`src/rtl/rxf_pkg.sv`:
```
package rxf_pkg;

    localparam int          ADDR_BYTES  = 6;
    localparam int          HASH_BITS   = 64;
    localparam int          CFG_W       = 32;
    localparam int          STATUS_W    = 16;
    localparam int          CRC_W       = 32;
    localparam logic [31:0] CRC_POLY    = 32'h04C1_1DB7;
    localparam logic [31:0] CRC_SEED    = 32'hFFFF_FFFF;
    localparam int          STAT_BC_BIT = 13;
    localparam int          STAT_PH_BIT = 14;
    localparam int          STAT_MC_BIT = 15;

    typedef enum logic [2:0] {
        SEL_STA_LO  = 3'd0,
        SEL_STA_HI  = 3'd1,
        SEL_HASH_LO = 3'd2,
        SEL_HASH_HI = 3'd3,
        SEL_MODE    = 3'd4
    } cfg_sel_e;

    // bit order equals write-data bits 3:0
    typedef struct packed {
        logic bcast_en;
        logic mcast_en;
        logic phys_en;
        logic all_en;
    } accept_mode_t;

    typedef struct packed {
        logic mcast;
        logic phys;
        logic bcast;
    } addr_class_t;

    // one address byte into the hash CRC, low bit first
    function automatic logic [CRC_W-1:0] crc_feed_byte(input logic [CRC_W-1:0] c_in,
                                                       input logic [7:0]       d);
        logic [CRC_W-1:0] c;
        logic             fb;
        c = c_in;
        for (int i = 0; i < 8; i++) begin
            fb = c[CRC_W-1] ^ d[i];
            c  = {c[CRC_W-2:0], 1'b0};
            if (fb) c = c ^ CRC_POLY;
        end
        return c;
    endfunction

endpackage

```
`src/rtl/rxf_cfg_regs.sv`:
```
module rxf_cfg_regs
    import rxf_pkg::*;
#(
    parameter int HASH_W = HASH_BITS
) (
    input  logic                      clk,
    input  logic                      rst,
    input  logic                      we,
    input  logic [2:0]                sel,
    input  logic [CFG_W-1:0]          wdata,
    output logic [ADDR_BYTES*8-1:0]   station,
    output logic [HASH_W-1:0]         hash_tbl,
    output accept_mode_t              mode
);
    localparam int HASH_WORDS = HASH_W / CFG_W;
    localparam int STA_HI_W   = ADDR_BYTES*8 - CFG_W;

    always_ff @(posedge clk) begin
        if (rst) begin
            station <= '0;
            mode    <= '0;
        end else if (we) begin
            case (sel)
                SEL_STA_LO: station[CFG_W-1:0]            <= wdata;
                SEL_STA_HI: station[ADDR_BYTES*8-1:CFG_W] <= wdata[STA_HI_W-1:0];
                SEL_MODE:   mode                          <= accept_mode_t'(wdata[3:0]);
                default: ;
            endcase
        end
    end

    always_ff @(posedge clk) begin
        if (rst) begin
            hash_tbl <= '0;
        end else if (we) begin
            for (int w = 0; w < HASH_WORDS; w++) begin
                if (sel == 3'(int'(SEL_HASH_LO) + w))
                    hash_tbl[w*CFG_W +: CFG_W] <= wdata;
            end
        end
    end

endmodule

```
`src/rtl/rxf_addr_track.sv`:
```
module rxf_addr_track
    import rxf_pkg::*;
#(
    parameter int NBYTES = ADDR_BYTES,
    parameter int HASH_W = HASH_BITS
) (
    input  logic                  clk,
    input  logic                  rst,
    input  logic                  byte_valid,
    input  logic                  byte_first,
    input  logic [7:0]            byte_data,
    input  logic [NBYTES*8-1:0]   station,
    input  logic [HASH_W-1:0]     hash_tbl,
    output logic                  last_fire,
    output addr_class_t           cls_now
);
    localparam int CNT_W = $clog2(NBYTES);
    localparam int IDX_W = $clog2(HASH_W);

    logic [7:0] sta_b [NBYTES];

    for (genvar g = 0; g < NBYTES; g++) begin : g_sta_bytes
        assign sta_b[g] = station[g*8 +: 8];
    end

    logic             busy_q, eq_q, ones_q, grp_q;
    logic [CNT_W-1:0] cnt_q;
    logic [CRC_W-1:0] crc_q;

    logic             take, eq_nxt, ones_nxt, grp_nxt;
    logic [CNT_W-1:0] pos;
    logic [CRC_W-1:0] crc_nxt;
    logic [IDX_W-1:0] hidx;

    always_comb begin
        take      = byte_valid && (byte_first || busy_q);
        pos       = byte_first ? '0 : cnt_q;
        crc_nxt   = crc_feed_byte(byte_first ? CRC_SEED : crc_q, byte_data);
        eq_nxt    = (byte_first || eq_q)   && (byte_data == sta_b[pos]);
        ones_nxt  = (byte_first || ones_q) && (byte_data == 8'hFF);
        grp_nxt   = byte_first ? byte_data[0] : grp_q;
        hidx      = crc_nxt[CRC_W-1 -: IDX_W];
        last_fire = take && (pos == CNT_W'(NBYTES-1));
        cls_now.bcast = ones_nxt;
        cls_now.phys  = eq_nxt && !ones_nxt;
        cls_now.mcast = grp_nxt && !ones_nxt && hash_tbl[hidx];
    end

    always_ff @(posedge clk) begin
        if (rst) begin
            busy_q <= 1'b0;
            cnt_q  <= '0;
            crc_q  <= CRC_SEED;
            eq_q   <= 1'b0;
            ones_q <= 1'b0;
            grp_q  <= 1'b0;
        end else if (take) begin
            crc_q  <= crc_nxt;
            eq_q   <= eq_nxt;
            ones_q <= ones_nxt;
            grp_q  <= grp_nxt;
            if (last_fire) begin
                busy_q <= 1'b0;
                cnt_q  <= '0;
            end else begin
                busy_q <= 1'b1;
                cnt_q  <= pos + 1'b1;
            end
        end
    end

endmodule

```
`src/rtl/rxf_decide.sv`:
```
module rxf_decide
    import rxf_pkg::*;
(
    input  logic         clk,
    input  logic         rst,
    input  logic         fire,
    input  addr_class_t  cls,
    input  accept_mode_t mode,
    output logic         dec_valid,
    output logic         accept,
    output addr_class_t  cls_q
);
    logic accept_nxt;

    always_comb begin
        accept_nxt = mode.all_en
                   | (cls.bcast & mode.bcast_en)
                   | (cls.phys  & mode.phys_en)
                   | (cls.mcast & mode.mcast_en);
    end

    always_ff @(posedge clk) begin
        if (rst) begin
            dec_valid <= 1'b0;
            accept    <= 1'b0;
            cls_q     <= '0;
        end else begin
            dec_valid <= fire;
            if (fire) begin
                accept <= accept_nxt;
                cls_q  <= cls;
            end
        end
    end

endmodule

```
`src/rtl/rxaddr_filter.sv`:
```
module rxaddr_filter
    import rxf_pkg::*;
(
    input  logic                clk,
    input  logic                rst,
    input  logic                cfg_we,
    input  logic [2:0]          cfg_sel,
    input  logic [CFG_W-1:0]    cfg_wdata,
    input  logic                byte_valid,
    input  logic                byte_first,
    input  logic [7:0]          byte_data,
    output logic                dec_valid,
    output logic                rx_accept,
    output logic                rx_bcast,
    output logic                rx_phys,
    output logic                rx_mcast,
    output logic [STATUS_W-1:0] rx_status
);
    logic [ADDR_BYTES*8-1:0] station;
    logic [HASH_BITS-1:0]    hash_tbl;
    accept_mode_t            mode_q;
    addr_class_t             cls_now, cls_q;
    logic                    last_fire;

    rxf_cfg_regs #(.HASH_W(HASH_BITS)) u_cfg (
        .clk      (clk),
        .rst      (rst),
        .we       (cfg_we),
        .sel      (cfg_sel),
        .wdata    (cfg_wdata),
        .station  (station),
        .hash_tbl (hash_tbl),
        .mode     (mode_q)
    );

    rxf_addr_track #(.NBYTES(ADDR_BYTES), .HASH_W(HASH_BITS)) u_track (
        .clk        (clk),
        .rst        (rst),
        .byte_valid (byte_valid),
        .byte_first (byte_first),
        .byte_data  (byte_data),
        .station    (station),
        .hash_tbl   (hash_tbl),
        .last_fire  (last_fire),
        .cls_now    (cls_now)
    );

    rxf_decide u_dec (
        .clk       (clk),
        .rst       (rst),
        .fire      (last_fire),
        .cls       (cls_now),
        .mode      (mode_q),
        .dec_valid (dec_valid),
        .accept    (rx_accept),
        .cls_q     (cls_q)
    );

    always_comb begin
        rx_bcast  = cls_q.bcast;
        rx_phys   = cls_q.phys;
        rx_mcast  = cls_q.mcast;
        rx_status = '0;
        rx_status[STAT_BC_BIT] = cls_q.bcast;
        rx_status[STAT_PH_BIT] = cls_q.phys;
        rx_status[STAT_MC_BIT] = cls_q.mcast;
    end

endmodule

```
`config.mk`:
```
export PLATFORM = sky130hd
export DESIGN_NAME = rxaddr_filter
export DESIGN_NICKNAME = d
export VERILOG_FILES = /design/src/rtl/rxf_pkg.sv /design/src/rtl/rxf_cfg_regs.sv /design/src/rtl/rxf_addr_track.sv /design/src/rtl/rxf_decide.sv /design/src/rtl/rxaddr_filter.sv
export SDC_FILE = /design/constraint.sdc
export NUM_CORES = 1
export LEC_CHECK = 0
export ABC_AREA = 1
export BUFFER_PORTS_ARGS = -buffer_cell sky130_fd_sc_hd__buf_2
export CAP_MARGIN = 5
export CORE_MARGIN = 3
export CORE_UTILIZATION = 46
export DETAILED_ROUTE_END_ITERATION = 12
export GPL_TIMING_DRIVEN = 1
export HOLD_SLACK_MARGIN = 0.15
export PLACE_DENSITY = 0.67
export SETUP_SLACK_MARGIN = 0.3
export SYNTH_ARGS = -nofsm -noshare
export SYNTH_HDL_FRONTEND = slang
export SYNTH_SLANG_ARGS = --single-unit
```
`constraint.sdc`:
```
create_clock -name clk -period 3.4 [get_ports clk]
set_input_delay 0.17 -clock clk [delete_from_list [all_inputs] [get_ports clk]]
set_output_delay 0.17 -clock clk [all_outputs]
set_load 0.05 [all_outputs]
```
* Yosys cells after proc, flatten, opt, wreduce, memory -nomap -nowiden
Index checks and enable logic that the tools add are counted.
** Cells by class
- Add/subtract/negate cells :: 1
- Order comparisons :: 2
- Eq/ne operators :: 7
- Multiplexer cells :: 18
- Bitwise gates (word level) :: 23
- Reductions and logical operators :: 17
** Operators by type and width (count)
- $mux 27 :: 8
- $not 14->14 :: 8
- $mux 32 :: 1
- $bmux 8 s3 :: 1
- $mux 8 :: 2
- $reduce_and 2->1 :: 5
- $eq 8x8->1 :: 1
- $eq 8x8->1 const B :: 1
- $xor 1x1->1 :: 8
- $logic_and 1x1->1 :: 7
- $lt 6x7->1 const B :: 1
- $bmux 1 s6 :: 1
- $eq 3x2->1 const B :: 2
- $eq 3x3->1 const B :: 2
- $mux 3 :: 2
- $ge 4x4->1 const B :: 1
- $not 3->4 :: 1
- $add 3x1->3 const B :: 1
- $and 1x1->1 :: 3
- $eq 3x1->1 const B :: 1
- $logic_not 3->1 :: 1
- $logic_or 1x1->1 :: 3
- $mux 1 :: 3
- $or 1x1->1 :: 3
- $logic_not 1->1 :: 1
** Word-level totals
- Register bits :: 160
- Input port bits :: 48
- Output and inout bits :: 21
- Logic and storage cells :: 87

* Depth between registers and ports, before layout
Gate-level depths: netlist of the first run.
- Depth after elaboration :: 22
- Mapped depth :: 20
- Gate-level depth less buffers :: 18

* Hierarchy
From an unflattened synthesis of the first run, not the netlist that was laid out.
** Second synthesis, totals
- Cell total of the unflattened synthesis :: 1312
- Area, all modules :: 8677.1 sq um
** By module, submodules not included
- rxf_cfg_regs :: times used 1, cells an instance 678, area each 4653.2 sq um, sequential area each 2322.2 sq um
- rxf_addr_track :: times used 1, cells an instance 592, area each 3716.1 sq um, sequential area each 780.7 sq um
- rxf_decide :: times used 1, cells an instance 25, area each 183.9 sq um, sequential area each 100.1 sq um
- rxaddr_filter :: times used 1, cells an instance 17, area each 123.9 sq um, sequential area each 0.0 sq um

* Least setup slack after synthesis of the first run
Ideal clock, no wire load.
- Path type :: flip-flop to flip-flop
- Start :: register u_track.crc_q[27]
- End :: register u_dec.accept
- Setup time :: 0.070 ns
- Arrival :: 1.902 ns
- Required time :: 3.330 ns
- Path slack :: 1.428 ns
- Cell stages (with the launch flop) :: 15
- Buffers on the path :: 2
- Clock period less this slack :: 1.972 ns
- Cells stage by stage :: dfxtp_1 > nor2_4 > xor2_4 > nand3_1 > nand3_1 > nand2_2 > buf_6 > buf_6 > o211ai_1 > nand3_1 > nand3_1 > nand3_1 > nand3_1 > nand4_1 > a21oi_1
** On the way
- Word-level cells in the longest chain between the ends :: 12
** RTL lines
- start, declared :: line rxf_addr_track.sv:28 : logic [CRC_W-1:0] crc_q;
- start signal, assigned :: line rxf_addr_track.sv:58 : crc_q <= crc_nxt;
- $mux 32 * :: line rxf_addr_track.sv:38 : crc_nxt = crc_feed_byte(byte_first ? CRC_SEED : crc_q, byte_data);
- $xor 1x1->1 * :: line rxf_pkg.sv:43 : fb = c[CRC_W-1] ^ d[i];
- $mux 27 * :: line rxf_pkg.sv:45 : if (fb) c = c ^ CRC_POLY;
- $mux 27 (2 in a row) :: line rxf_pkg.sv:45
- $not 14->14 (no source line)
- $mux 27 :: line rxf_pkg.sv:45
- $bmux 1 s6 * :: line rxf_addr_track.sv:46 : cls_now.mcast = grp_nxt && !ones_nxt && hash_tbl[hidx];
- $mux 1 (implied by the code) * :: line rxf_addr_track.sv:46
- $logic_and 1x1->1 * :: line rxf_addr_track.sv:46
- $and 1x1->1 * :: line rxf_decide.sv:19 : | (cls.mcast & mode.mcast_en);
- $or 1x1->1 * :: line rxf_decide.sv:19
- end signal, assigned :: line rxf_decide.sv:30 : accept <= accept_nxt;
- end, declared :: line rxf_decide.sv:10 : output logic accept,
Mark *: on every way between the ends. The rest lies on a longest branch, timed or not. The select of a mux whose other input is x is not followed.
A chain may end at the register's enable or synchronous reset.

* Worst setup path in the final report of the first run
- Start :: register u_track.crc_q[31]
- End :: register u_dec.accept
** On the way
- Word-level cells in the longest chain between the ends :: 14
- Elaborated cells on any way between the ends :: 17
- Classes of those cells :: mux (9); bitwise (7); reduce/logical (1)
** RTL lines (line)
- $mux 32 * :: rxf_addr_track.sv:38
- $xor 1x1->1 * :: rxf_pkg.sv:43
- $mux 27 * :: rxf_pkg.sv:45
- $not 14->14 (no source line)
- $mux 27 (3 in a row) :: rxf_pkg.sv:45
- $not 14->14 (no source line)
- $mux 27 :: rxf_pkg.sv:45
- $bmux 1 s6 * :: rxf_addr_track.sv:46
- $mux 1 (implied by the code) * :: rxf_addr_track.sv:46
- $logic_and 1x1->1 * :: rxf_addr_track.sv:46
- $and 1x1->1 * :: rxf_decide.sv:19
- $or 1x1->1 * :: rxf_decide.sv:19
Marked as above.

==> results.txt, run 1 <==
Yosys top cell area share = 0.399
via count = 7500
Int Pwr = 3.31 mW
WHS = 0.181 ns
Max Freq = 0.371 GHz
area growth from synthesis to layout = 15.2%
initial core utilization = 0.478
crit path time final = 2.69 ns
Slew Viols, Final = 0
largest net degree at the start of global routing = 71
CP Cell Sequence = nor2_2 -> nand2_1 -> nand2_4 -> nand2_1 -> nand2_1 -> xnor2_1 -> inv_1 -> nand3_1 -> nand3_1 -> nand3_1 -> nand4_1 -> a21oi_1
Die ar. = 0.0191 mm²
Chip Width = 138 µm
pwr dens = 536 mW/mm²
Power, Total = 4.96 mW
mux cell area share after synthesis = 0
final core utilization = 0.550
post-synthesis simple-gate area fraction = 0.231
DR DRC count = 0
I/O pin total = 69
final setup fails = 0
Root Buffer = clkbuf_16
Placed Area = 0.00836 mm²
final hold viol count = 0
largest family of logic cells by synthesized area = simple AND/OR/NAND/NOR gates
Critical Path Max Stage Delay = 0.65 ns
Clock Path Buffers = 2
WP data arrival = 3.05 ns
buffers and inverters on the worst path = 1
Total Wirelength = 22500 µm
sw frac = 0.331
layout cells sized above 1 = 0.127
CTS tree = done
# fillers = 1663
via/cell ratio = 5.35
Synth cell types = 42
grt ovf = 0
class of the worst hold path = primary input to flip-flop
routability cong. = 0.938
Core ar. = 0.0168 mm²
Worst-Margin Slew = 0.843 ns
net total in the final layout = 1220
H-tree Lvls = 4
status = completed
switching power = 1.64 mW
first-pass GRT wire length = 36900 µm
Yosys top cell by area = dfxtp_1
initial antenna violation count = 0
Seq pwr share = 0.410
top post-synthesis cells by area = dfxtp_1 40%, o21ai_0 10%, nor2_1 8.5%, a21oi_1 6.2%, nand3_1 5.8%
DRT Pass-1 Iters = 5
floorplan row count = 47
Ys Warns = 0
slowest CP cell = xnor2_1
Leak = 3.74 nW
diode count = 0
Worst setup EP type = flip-flop
total global-route track usage = 0.235
Multi-input gate area = 0.00411 mm²
peak fanout along the critical path = 8
skew final = 0.00900 ns
critical path type = flip-flop to flip-flop
Slew HR = 0.434
register area = 0.00320 mm²
RSZ-0062 raised after global routing = false
Num CTS Buffers = 17
CP top delay family = simple AND/OR/NAND/NOR gates
Mean Syn Cell Area = 7.18 µm²
Antenna Violating Nets Remaining = 0
setup tns final = 0 ns
DR WL/cell = 16.0 µm
clk_lat worst skew = 0.43 ns
clock transition at the registers of the reported paths = 0.07 ns
Logic pwr share = 0.213
clock power share = 0.377
Hold Crit Depth = 4
Required @ worst endpoint = 3.76 ns
Synth Area in Adders = 0.00312
Post-Synth XOR/XNOR Area = 0.0726
r2r worst-path depth = 12
Post-Synthesis Cells = 1119
Die Y-Extent = 138 µm
Netlist Area Pre-Place = 0.00803 mm²
Max Cap Viol = 0
post-cts resize count = 0
Post-DP HPWL = 15000 µm
critical path depth = 12
vias in the first global route = 6938
1st-iter DRT viols = 677
Seq/Total Area, Yosys = 0.399
Finished Cell Area = 0.00925 mm²
Worst IR Drop VDD = 0.375 mV
CP Launch Type = flip-flop
Seq cells post-synth = 160
Synth Area in Compound Gates = 0.196
clock sinks = 160
Period Utilization, post-route = 0.792
# port buffers = 55
==> per-stage QoR <==
step	instances	worst slack, ns
2_1_floorplan	1131	1.43
3_3_place_gp	1339	0.632
3_5_place_dp	1339	0.542
4_1_cts	1403	0.744
5_1_grt	1403	0.481
6_report	1403	0.708
==> flip-flops by register name, indices dropped and copies added (netlist names) <==
register	count
u_track.busy_q	1
u_track.grp_q	1
u_dec.accept	1
u_cfg.hash_tbl	64
u_cfg.mode	4
u_track.ones_q	1
u_track.crc_q	32
u_track.eq_q	1
u_dec.dec_valid	1
u_cfg.station	48
u_track.cnt_q	3
u_dec.cls_q	3
==> per-layer routing <==
| metal | track usage | share of wire | wire length (µm) |
|---|---|---|---|
| met5 | 0 | 0 | 0 |
| met4 | 0.0764 | 0.022 | 490 |
| met3 | 0.0401 | 0.063 | 1430 |
| met2 | 0.378 | 0.47 | 10500 |
| met1 | 0.323 | 0.45 | 10100 |
==> kinds of logic after synthesis <==
logic type	Yosys count
and+or+nand+nor	428
AOI/OAI and AO/OA	294
buffers and inverters	179
DFF	160
xor gates and xnor gates	55
adders and majority gates	2
other	1
==> area by class of cell <==
| type | instances | area share |
|---|---|---|
| tap | 220 | 0.0298 |
| clock buffer | 18 | 0.0464 |
| multi-input combinational | 792 | 0.444 |
| inverter | 97 | 0.0394 |
| clock inverter | 14 | 0.0151 |
| timing repair buffer | 102 | 0.0793 |
| sequential | 160 | 0.346 |
==> cell usage in the layout, fill, tap and decap left out, types with 7 or more instances in the layout <==
cell,instances
dlygate4sd3_1,32
xor2_1,28
o22ai_1,7
a21oi_1,100
nor2_1,182
dfxtp_1,160
buf_2,55
o21ai_0,160
xnor2_1,21
conb_1,13
buf_4,13
nand2_2,7
inv_1,84
clkbuf_16,17
nand2_1,120
nand3_1,92
inv_2,10
==> worst register-to-register path, stage by stage (launching register included) <==
cell and delay (ns):
dfxtp_1 0.37, nor2_2 0.05, nand2_1 0.14, nand2_4 0.16
nand2_1 0.10, nand2_1 0.28, xnor2_1 0.66, inv_1 0.21
nand3_1 0.13, nand3_1 0.10, nand3_1 0.15, nand4_1 0.13
a21oi_1 0.14
==> worst paths after layout <==
check / endpoint / startpoint / slack [ns]
worst max register to register: u_dec.accept / u_track.crc_q[31] / 0.71
worst min register to register: u_cfg.hash_tbl[40] / u_cfg.hash_tbl[40] / 0.45
worst min-delay path: u_cfg.station[43] / cfg_sel[1] / 0.18
worst max-delay path: u_dec.accept / u_track.crc_q[31] / 0.71
==> power by group through the flow <==
stage | clock [mW] | sequential [mW] | combinational [mW]
floorplan | 0 | 2.05 | 0.798
global placement | 0 | 2.07 | 0.998
detailed placement | 0 | 2.07 | 1.01
CTS | 1.88 | 2.03 | 1.04
global route | 1.96 | 2.04 | 1.18
finish | 1.87 | 2.03 | 1.05
==> cell usage after synthesis, drive strengths merged <==
cell type	count
clkinv	3
xnor2	22
xor2	33
or2	4
nor3	2
o221ai	1
nor4	2
a211oi	1
nand3b	1
nand2	132
ha	2
o22ai	7
a22oi	6
clkbuf	45
dfxtp	160
nand4	4
nand3	96
o211ai	7
o21ai	167
buf	37
a21oi	100
nor2	187
inv	94
o31ai	1
conb	1
a32oi	4
==> timing repair <==
| item | 4_1_cts | 5_1_grt |
|---|---|---|
| hold endpoints to repair | 101 | 0 |
| buffers inserted | 0 | 0 |
| hold buffers | 32 | 0 |
Power figures use the tool's default switching activity.
==> run 2, diff against run 1 <==
--- a/config.mk
+++ b/config.mk
@@ -13,7 +13,7 @@
 export DETAILED_ROUTE_END_ITERATION = 12
 export GPL_TIMING_DRIVEN = 1
 export HOLD_SLACK_MARGIN = 0.15
-export PLACE_DENSITY = 0.67
+export PLACE_DENSITY = 0.7
 export SETUP_SLACK_MARGIN = 0.3
 export SYNTH_ARGS = -nofsm -noshare
 export SYNTH_HDL_FRONTEND = slang
==> constraint.sdc (replaced) <==
create_clock -name clk -period 2.35 [get_ports clk]
set_input_delay 0.1175 -clock clk [delete_from_list [all_inputs] [get_ports clk]]
set_output_delay 0.1175 -clock clk [all_outputs]
set_load 0.05 [all_outputs]
==> results.txt, run 2 (synthesis results as in run 1) <==
H-tree Lvls = 4 (unchanged)
clk_lat worst skew = 0.43 ns (about the same)
area growth from synthesis to layout = 24.0%
pre-CTS setup slack = 0.0619 ns (-0.480 ns)
DR WL/cell = 16.1 µm (+0.56%)
CP Launch Type = flip-flop
via/cell ratio = 5.30 (-0.94%)
Core ar. = 0.0168 mm² (unchanged)
Worst-Margin Slew = 0.769 ns (-0.0744 ns)
# port buffers = 55 (unchanged)
WP data arrival = 2.49 ns (-0.56 ns)
I/O pin total = 69 (unchanged)
status = completed
Worst setup EP type = flip-flop
Root Buffer = clkbuf_16
setup tns final = 0 ns (unchanged)
largest net degree at the start of global routing = 64 (-9.9%)
initial antenna violation count = 0 (unchanged)
pwr dens = 781 mW/mm² (+46%)
peak fanout along the critical path = 15 (+7)
Top reg by flops = u_cfg.hash_tbl
floorplan row count = 47 (unchanged)
Die Y-Extent = 138 µm (unchanged)
net total in the final layout = 1261 (+3.4%)
Chip Width = 138 µm (unchanged)
class of the worst hold path = primary input to flip-flop
RSZ-0062 raised after global routing = true
via count = 7652 (+2.0%)
final setup fails = 0 (unchanged)
GR Util met1 = 0.316 (-0.00676)
Period Utilization, post-route = 0.923 (+0.131)
# fillers = 1507 (-9.4%)
r2r worst-path depth = 18 (+6)
Max Cap Viol = 0 (unchanged)
Die ar. = 0.0191 mm² (unchanged)
clock sinks = 160 (unchanged)
Post-DP HPWL = 15500 µm (+2.8%)
Leak = 4.10 nW (+9.6%)
first-pass GRT wire length = 37700 µm (+2.2%)
Hold Crit Depth = 5 (+1)
Clock Path Buffers = 2 (unchanged)
final setup margin = 0.182 ns (-0.526 ns)
max reg flops = 64 (unchanged)
total global-route track usage = 0.240 (+0.00532)
Global Route met2 Usage = 0.391 (+0.0126)
commonest cells after routing, fill and taps aside = 179 x nor2_1, 159 x o21ai_0, 154 x dfxtp_1
Slew Viols, Final = 0 (unchanged)
met3 Usage GRT = 0.0428 (+0.00276)
Max Freq = 0.461 GHz (+24%)
Slew HR = 0.487 (+0.0525)
most common cell after layout, fill and taps aside = nor2_1
Required @ worst endpoint = 2.67 ns (-1.09 ns)
initial core utilization = 0.478 (unchanged)
R2R setup slack = 0.18 ns (-0.53 ns)
DRT Pass-1 Iters = 5 (unchanged)
skew final = 0.0129 ns (+0.00387 ns)
grt ovf = 0 (unchanged)
vias in the first global route = 7354 (+6.0%)
Total Wirelength = 23300 µm (+3.6%)
crit path time final = 2.17 ns (-0.524 ns)
DR DRC count = 0 (unchanged)
Num CTS Buffers = 17 (unchanged)
gr busiest metal = met2
clock transition at the registers of the reported paths = 0.07 ns (about the same)
Antenna Violating Nets Remaining = 0 (unchanged)
layout cells sized above 1 = 0.187 (+0.0603)
CTS tree = done
Worst IR Drop VDD = 0.593 mV (+58%)
1st-iter DRT viols = 607 (-10%)
Largest regs = u_cfg.hash_tbl: 64 flops, u_cfg.station: 48 flops, u_track.crc_q: 32 flops
critical path type = flip-flop to flip-flop
final hold viol count = 0 (unchanged)
routability cong. = 0.871 (-7.2%)
==> run 2: changes by cell type in the layout (fill, tap and decap cells not counted), sizes merged <==
| cell | before | now |
|---|---|---|
| buf | 70 | 110 |
| bufinv | 0 | 3 |
| clkinv | 5 | 8 |
| clkinvlp | 4 | 1 |
| inv | 102 | 100 |
| clkbuf | 18 | 17 |
| diode | 0 | 1 |
| dlygate4sd3 | 32 | 33 |
==> run 2: critical path, stage by stage, from the launching register on <==
cell      delay [ns]
dfxtp_2         0.34
o21ai_2         0.16
nand2_2         0.09
nand2_2         0.08
nand2_1         0.07
nand2_2         0.11
nand2_2         0.08
nand2_4         0.10
nand2_8         0.08
buf_12          0.13
buf_12          0.14
nand2_1         0.08
o211ai_2        0.09
nand3_1         0.08
nand3_1         0.08
nand3_2         0.07
nand3_2         0.11
nand3_2         0.11
o21ai_1         0.07
==> run 2: through the flow <==
step                hold slack, ns   util  instances  cell area (µm²)  total power [mW]
floorplan                    0.252      -       1131             8080              4.12
finish                       0.160  0.592       1445             9960              7.78
CTS                          0.151  0.586       1444             9860              7.71
global route                 0.192  0.592       1444             9960              8.11
detailed placement           0.391  0.513       1366             8630              4.55
global placement             0.389  0.513       1366             8630              4.53
==> run 2: path summary, 6_finish.rpt <==
check	from	end
setup / recovery	u_track.crc_q[28]	u_dec.cls_q[2]
hold / removal	byte_data[0]	u_track.grp_q
setup reg to reg	u_track.crc_q[28]	u_dec.cls_q[2]
hold reg to reg	u_cfg.hash_tbl[39]	u_cfg.hash_tbl[39]
==> run 2: routing by layer <==
layer | share of wire | vias up
met1 | 0.43 | 3493
met3 | 0.063 | 50
met5 | 0 | -
met4 | 0.032 | 0
met2 | 0.47 | 282
li1 | - | 3827
==> run 2: layout make-up <==
type | count | area, µm² | area share
sequential | 160 | 3210 | 0.322
tap | 220 | 275 | 0.0276
inverter | 97 | 369 | 0.0371
clock inverter | 15 | 201 | 0.0202
timing repair buffer | 143 | 1180 | 0.119
clock buffer | 17 | 425 | 0.0427
multi-input combinational | 792 | 4290 | 0.431
antenna | 1 | 2.50 | 0.000251
==> run 2: repair_timing <==
item | 4_1_cts | 5_1_grt
pin swaps | 23 | 7
buffers inserted | 12 | 0
gates resized for setup | 34 | 17
hold endpoints to repair | 116 | 0
setup endpoints to repair | 4 | 13
cloned | 1 | 0
hold buffers | 33 | 0
==> run 2: power by group <==
group / switching (mW) / internal [mW]
clock network: 1.24 / 1.71
logic: 1.11 / 0.774
registers: 0.0862 / 2.85
==> run 3, diff against run 2 <==
--- a/config.mk
+++ b/config.mk
@@ -5,7 +5,6 @@
 export SDC_FILE = /design/constraint.sdc
 export NUM_CORES = 1
 export LEC_CHECK = 0
-export ABC_AREA = 1
 export BUFFER_PORTS_ARGS = -buffer_cell sky130_fd_sc_hd__buf_2
 export CAP_MARGIN = 5
 export CORE_MARGIN = 3
@@ -13,7 +12,7 @@
 export DETAILED_ROUTE_END_ITERATION = 12
 export GPL_TIMING_DRIVEN = 1
 export HOLD_SLACK_MARGIN = 0.15
-export PLACE_DENSITY = 0.7
+export PLACE_DENSITY = 0.69
 export SETUP_SLACK_MARGIN = 0.3
 export SYNTH_ARGS = -nofsm -noshare
 export SYNTH_HDL_FRONTEND = slang
==> results.txt, run 3 <==
pwr dens = 808 mW/mm² (+3.5%)
Worst IR Drop VDD = 0.763 mV (+29%)
Inst Count DP = 1337 (-2.1%)
Critical Path Max Stage Delay = 0.46 ns (+0.12 ns)
floorplan row count = 48 (+2.1%)
buffers and inverters on the worst path = 1 (-1)
Max Cap Viol = 0 (unchanged)
Post-Synthesis Cells = 1029 (-8.0%)
net total in the final layout = 1239 (-1.7%)
final setup fails = 3 (+3)
EDFF count, synth = 0 (unchanged)
H-tree Lvls = 4 (unchanged)
critical path depth = 9 (-9)
# fillers = 1450 (-3.8%)
Die ar. = 0.0197 mm² (+3.0%)
Mean Syn Cell Area = 8.05 µm² (+12%)
slowest CP cell = mux4_2
Top reg by flops = u_cfg.hash_tbl
first-pass GRT wire length = 38900 µm (+3.2%)
total global-route track usage = 0.249 (+0.00834)
clock transition at the registers of the reported paths = 0.07 ns (about the same)
Max Freq = 0.363 GHz (-21%)
layout cells sized above 1 = 0.250 (+0.0633)
DRT Pass-1 Iters = 5 (unchanged)
Power, Total = 8.85 mW (+14%)
Seq/Total Area, Yosys = 0.387 (-0.0122)
WP data arrival = 3.08 ns (+0.59 ns)
Die Y-Extent = 140 µm (+1.5%)
Required @ worst endpoint = 2.68 ns (about the same)
top post-synthesis cells by area = dfxtp_1 39%, nand2_1 12%, a21oi_1 8.3%, xnor2_1 7.7%, mux2i_1 4.8%
Netlist Area Pre-Place = 0.00829 mm² (+3.2%)
clock power share = 0.333 (-0.047)
peak fanout along the critical path = 10 (-5)
Post-Layout Cell Count = 1427 (-1.2%)
crit path time final = 2.75 ns (+0.587 ns)
max reg flops = 64 (unchanged)
Yosys top cell area share = 0.387 (-0.0122)
Worst-Margin Slew = 0.720 ns (-0.0495 ns)
DR WL/cell = 17.8 µm (+11%)
Hold Crit Depth = 4 (-1)
Largest regs = u_cfg.hash_tbl: 64 flops, u_cfg.station: 48 flops, u_track.crc_q: 32 flops
CP Launch Type = flip-flop
Placed Area = 0.00941 mm² (+9.1%)
Yosys top cell by area = dfxtp_1
Period Utilization, post-route = 1.17 (+0.250)
Clock Path Buffers = 2 (unchanged)
routability cong. = 0.969 (+11%)
final setup margin = -0.405 ns (-0.587 ns)
Slew HR = 0.519 (+0.0319)
via count = 7742 (+1.2%)
via/cell ratio = 5.43 (+2.5%)
most common library cells after synthesis = 270 x nand2_1, 160 x dfxtp_1, 138 x a21oi_1
Core ar. = 0.0175 mm² (+3.9%)
initial core utilization = 0.474 (-0.00345)
final core utilization = 0.627 (+0.0343)
status = finished with violations
Num CTS Buffers = 17 (unchanged)
RSZ-0062 raised after global routing = true
I/O pin total = 69 (unchanged)
initial antenna violation count = 0 (unchanged)
most common cell after layout, fill and taps aside = nand2_1
vias in the first global route = 7235 (-1.6%)
ys flop type = dfxtp_1
commonest cells after routing, fill and taps aside = 270 x nand2_1, 151 x dfxtp_1, 134 x a21oi_1
Antenna Violating Nets Remaining = 0 (unchanged)
clk_lat worst skew = 0.44 ns (about the same)
Chip Width = 140 µm (+1.5%)
Ys Warns = 0 (unchanged)
area growth from synthesis to layout = 32.1%
WHS = 0.176 ns (+0.0161 ns)
Finished Cell Area = 0.0109 mm² (+9.9%)
Synth cell types = 58 (+38%)
grt ovf = 0 (unchanged)
Seq cells post-synth = 160 (unchanged)
# port buffers = 55 (unchanged)
CP top delay family = simple AND/OR/NAND/NOR gates
asr flop ratio synth = 0 (unchanged)
Post-DP HPWL = 16800 µm (+8.8%)
class of the worst hold path = primary input to flip-flop
final hold viol count = 0 (unchanged)
violated checks = negative setup slack
Leak = 4.29 nW (+4.5%)
1st-iter DRT viols = 698 (+15%)
Slew Viols, Final = 0 (unchanged)
DR DRC count = 0 (unchanged)
Root Buffer = clkbuf_16
r2r worst-path depth = 9 (-9)
CTS tree = done
switching power = 2.83 mW (+16%)
Int Pwr = 6.01 mW (+13%)
Logic pwr share = 0.337 (+0.095)
Worst setup EP type = flip-flop
critical path type = flip-flop to flip-flop
top-count cell post-synth = nand2_1
clock sinks = 160 (unchanged)
Seq pwr share = 0.330 (-0.048)
sw frac = 0.320 (+0.00682)
diode count = 0 (-1)
largest net degree at the start of global routing = 71 (+11%)
CP Cell Sequence = xnor3_1 -> and2b_2 -> xnor2_4 -> buf_12 -> mux2i_1 -> mux4_2 -> nor4b_1 -> or3_1 -> o41ai_2
skew final = 0.0169 ns (+0.00400 ns)
Total Wirelength = 25500 µm (+9.2%)
## run 3: changes by cell type in the layout (fill, tap and decap cells not counted), sizes merged, moves of 78 or more
cell   previous run  this run
nor2            187        80
nand2           132       270
o21ai           167         9
inv             100        11
buf             110       188
nand3            96         8
## run 3: power by group through the flow
stage / clock network [mW] / registers [mW] / logic (mW)
after global routing: 3.09 / 2.93 / 3.17
final: 2.95 / 2.92 / 2.98
after detailed placement: 0 / 2.97 / 2.46
after floorplan: 0 / 2.94 / 1.72
after CTS: 2.97 / 2.92 / 2.72
after global placement: 0 / 2.97 / 2.44
## run 3: per-stage QoR
step / TNS, ns / setup slack, ns
after CTS: -0.900 / -0.394
after global placement: -1.24 / -0.504
after global routing: -1.35 / -0.526
final: -0.925 / -0.405
after floorplan: -0.774 / -0.424
after detailed placement: -1.43 / -0.531
## run 3: timing repair
item | 4_1_cts | 5_1_grt
endpoints found under the setup margin | 16 | 18
setup buffers | 12 | 11
pin swaps | 21 | 12
resized for setup | 41 | 31
endpoints found under the hold margin | 119 | 0
cloned | 0 | 0
hold buffers | 35 | 0
## run 3: path summary, 6_finish.rpt
path / start / endpoint / slack (ns)
hold / removal: byte_data[0] / u_track.grp_q / 0.18
hold reg to reg: u_cfg.hash_tbl[18] / u_cfg.hash_tbl[18] / 0.45
setup / recovery: u_track.crc_q[18] / u_dec.cls_q[2] / -0.40
setup reg to reg: u_track.crc_q[18] / u_dec.cls_q[2] / -0.40
## run 3: layout make-up
cell class / instances / area [µm²] / area share
Multi-Input combinational cell: 784 / 5060 / 0.462
Sequential cell: 160 / 3220 / 0.294
Timing Repair Buffer: 223 / 1750 / 0.160
Clock buffer: 19 / 453 / 0.0414
Tap cell: 225 / 282 / 0.0257
Clock inverter: 13 / 169 / 0.0154
Inverter: 3 / 11.3 / 0.00103
## run 3: worst min-delay path, cell delays in order
cell and delay [ns]:
buf_2 0.12, buf_4 0.17, nand3_1 0.09, a21oi_1 0.05
## run 3: cell families (layout without fill, tap and decap cells)
group,after synthesis,after routing,share of synthesized area
multiplexers,49,49,0.0651
adder cells (fa/ha/maj),2,2,0.00302
AND/OR/NAND/NOR,405,405,0.204
other,1,13,0.000453
buffers and inverters,97,258,0.0637
XOR/XNOR,101,101,0.121
flip-flops,160,160,0.387
AO/OA/AOI/OAI,214,214,0.156
## run 3: metal layers
layer	global-route usage	wire (µm)
met1	0.325	10800
met2	0.409	12300
met3	0.0498	1700
met4	0.0887	689
met5	0	0
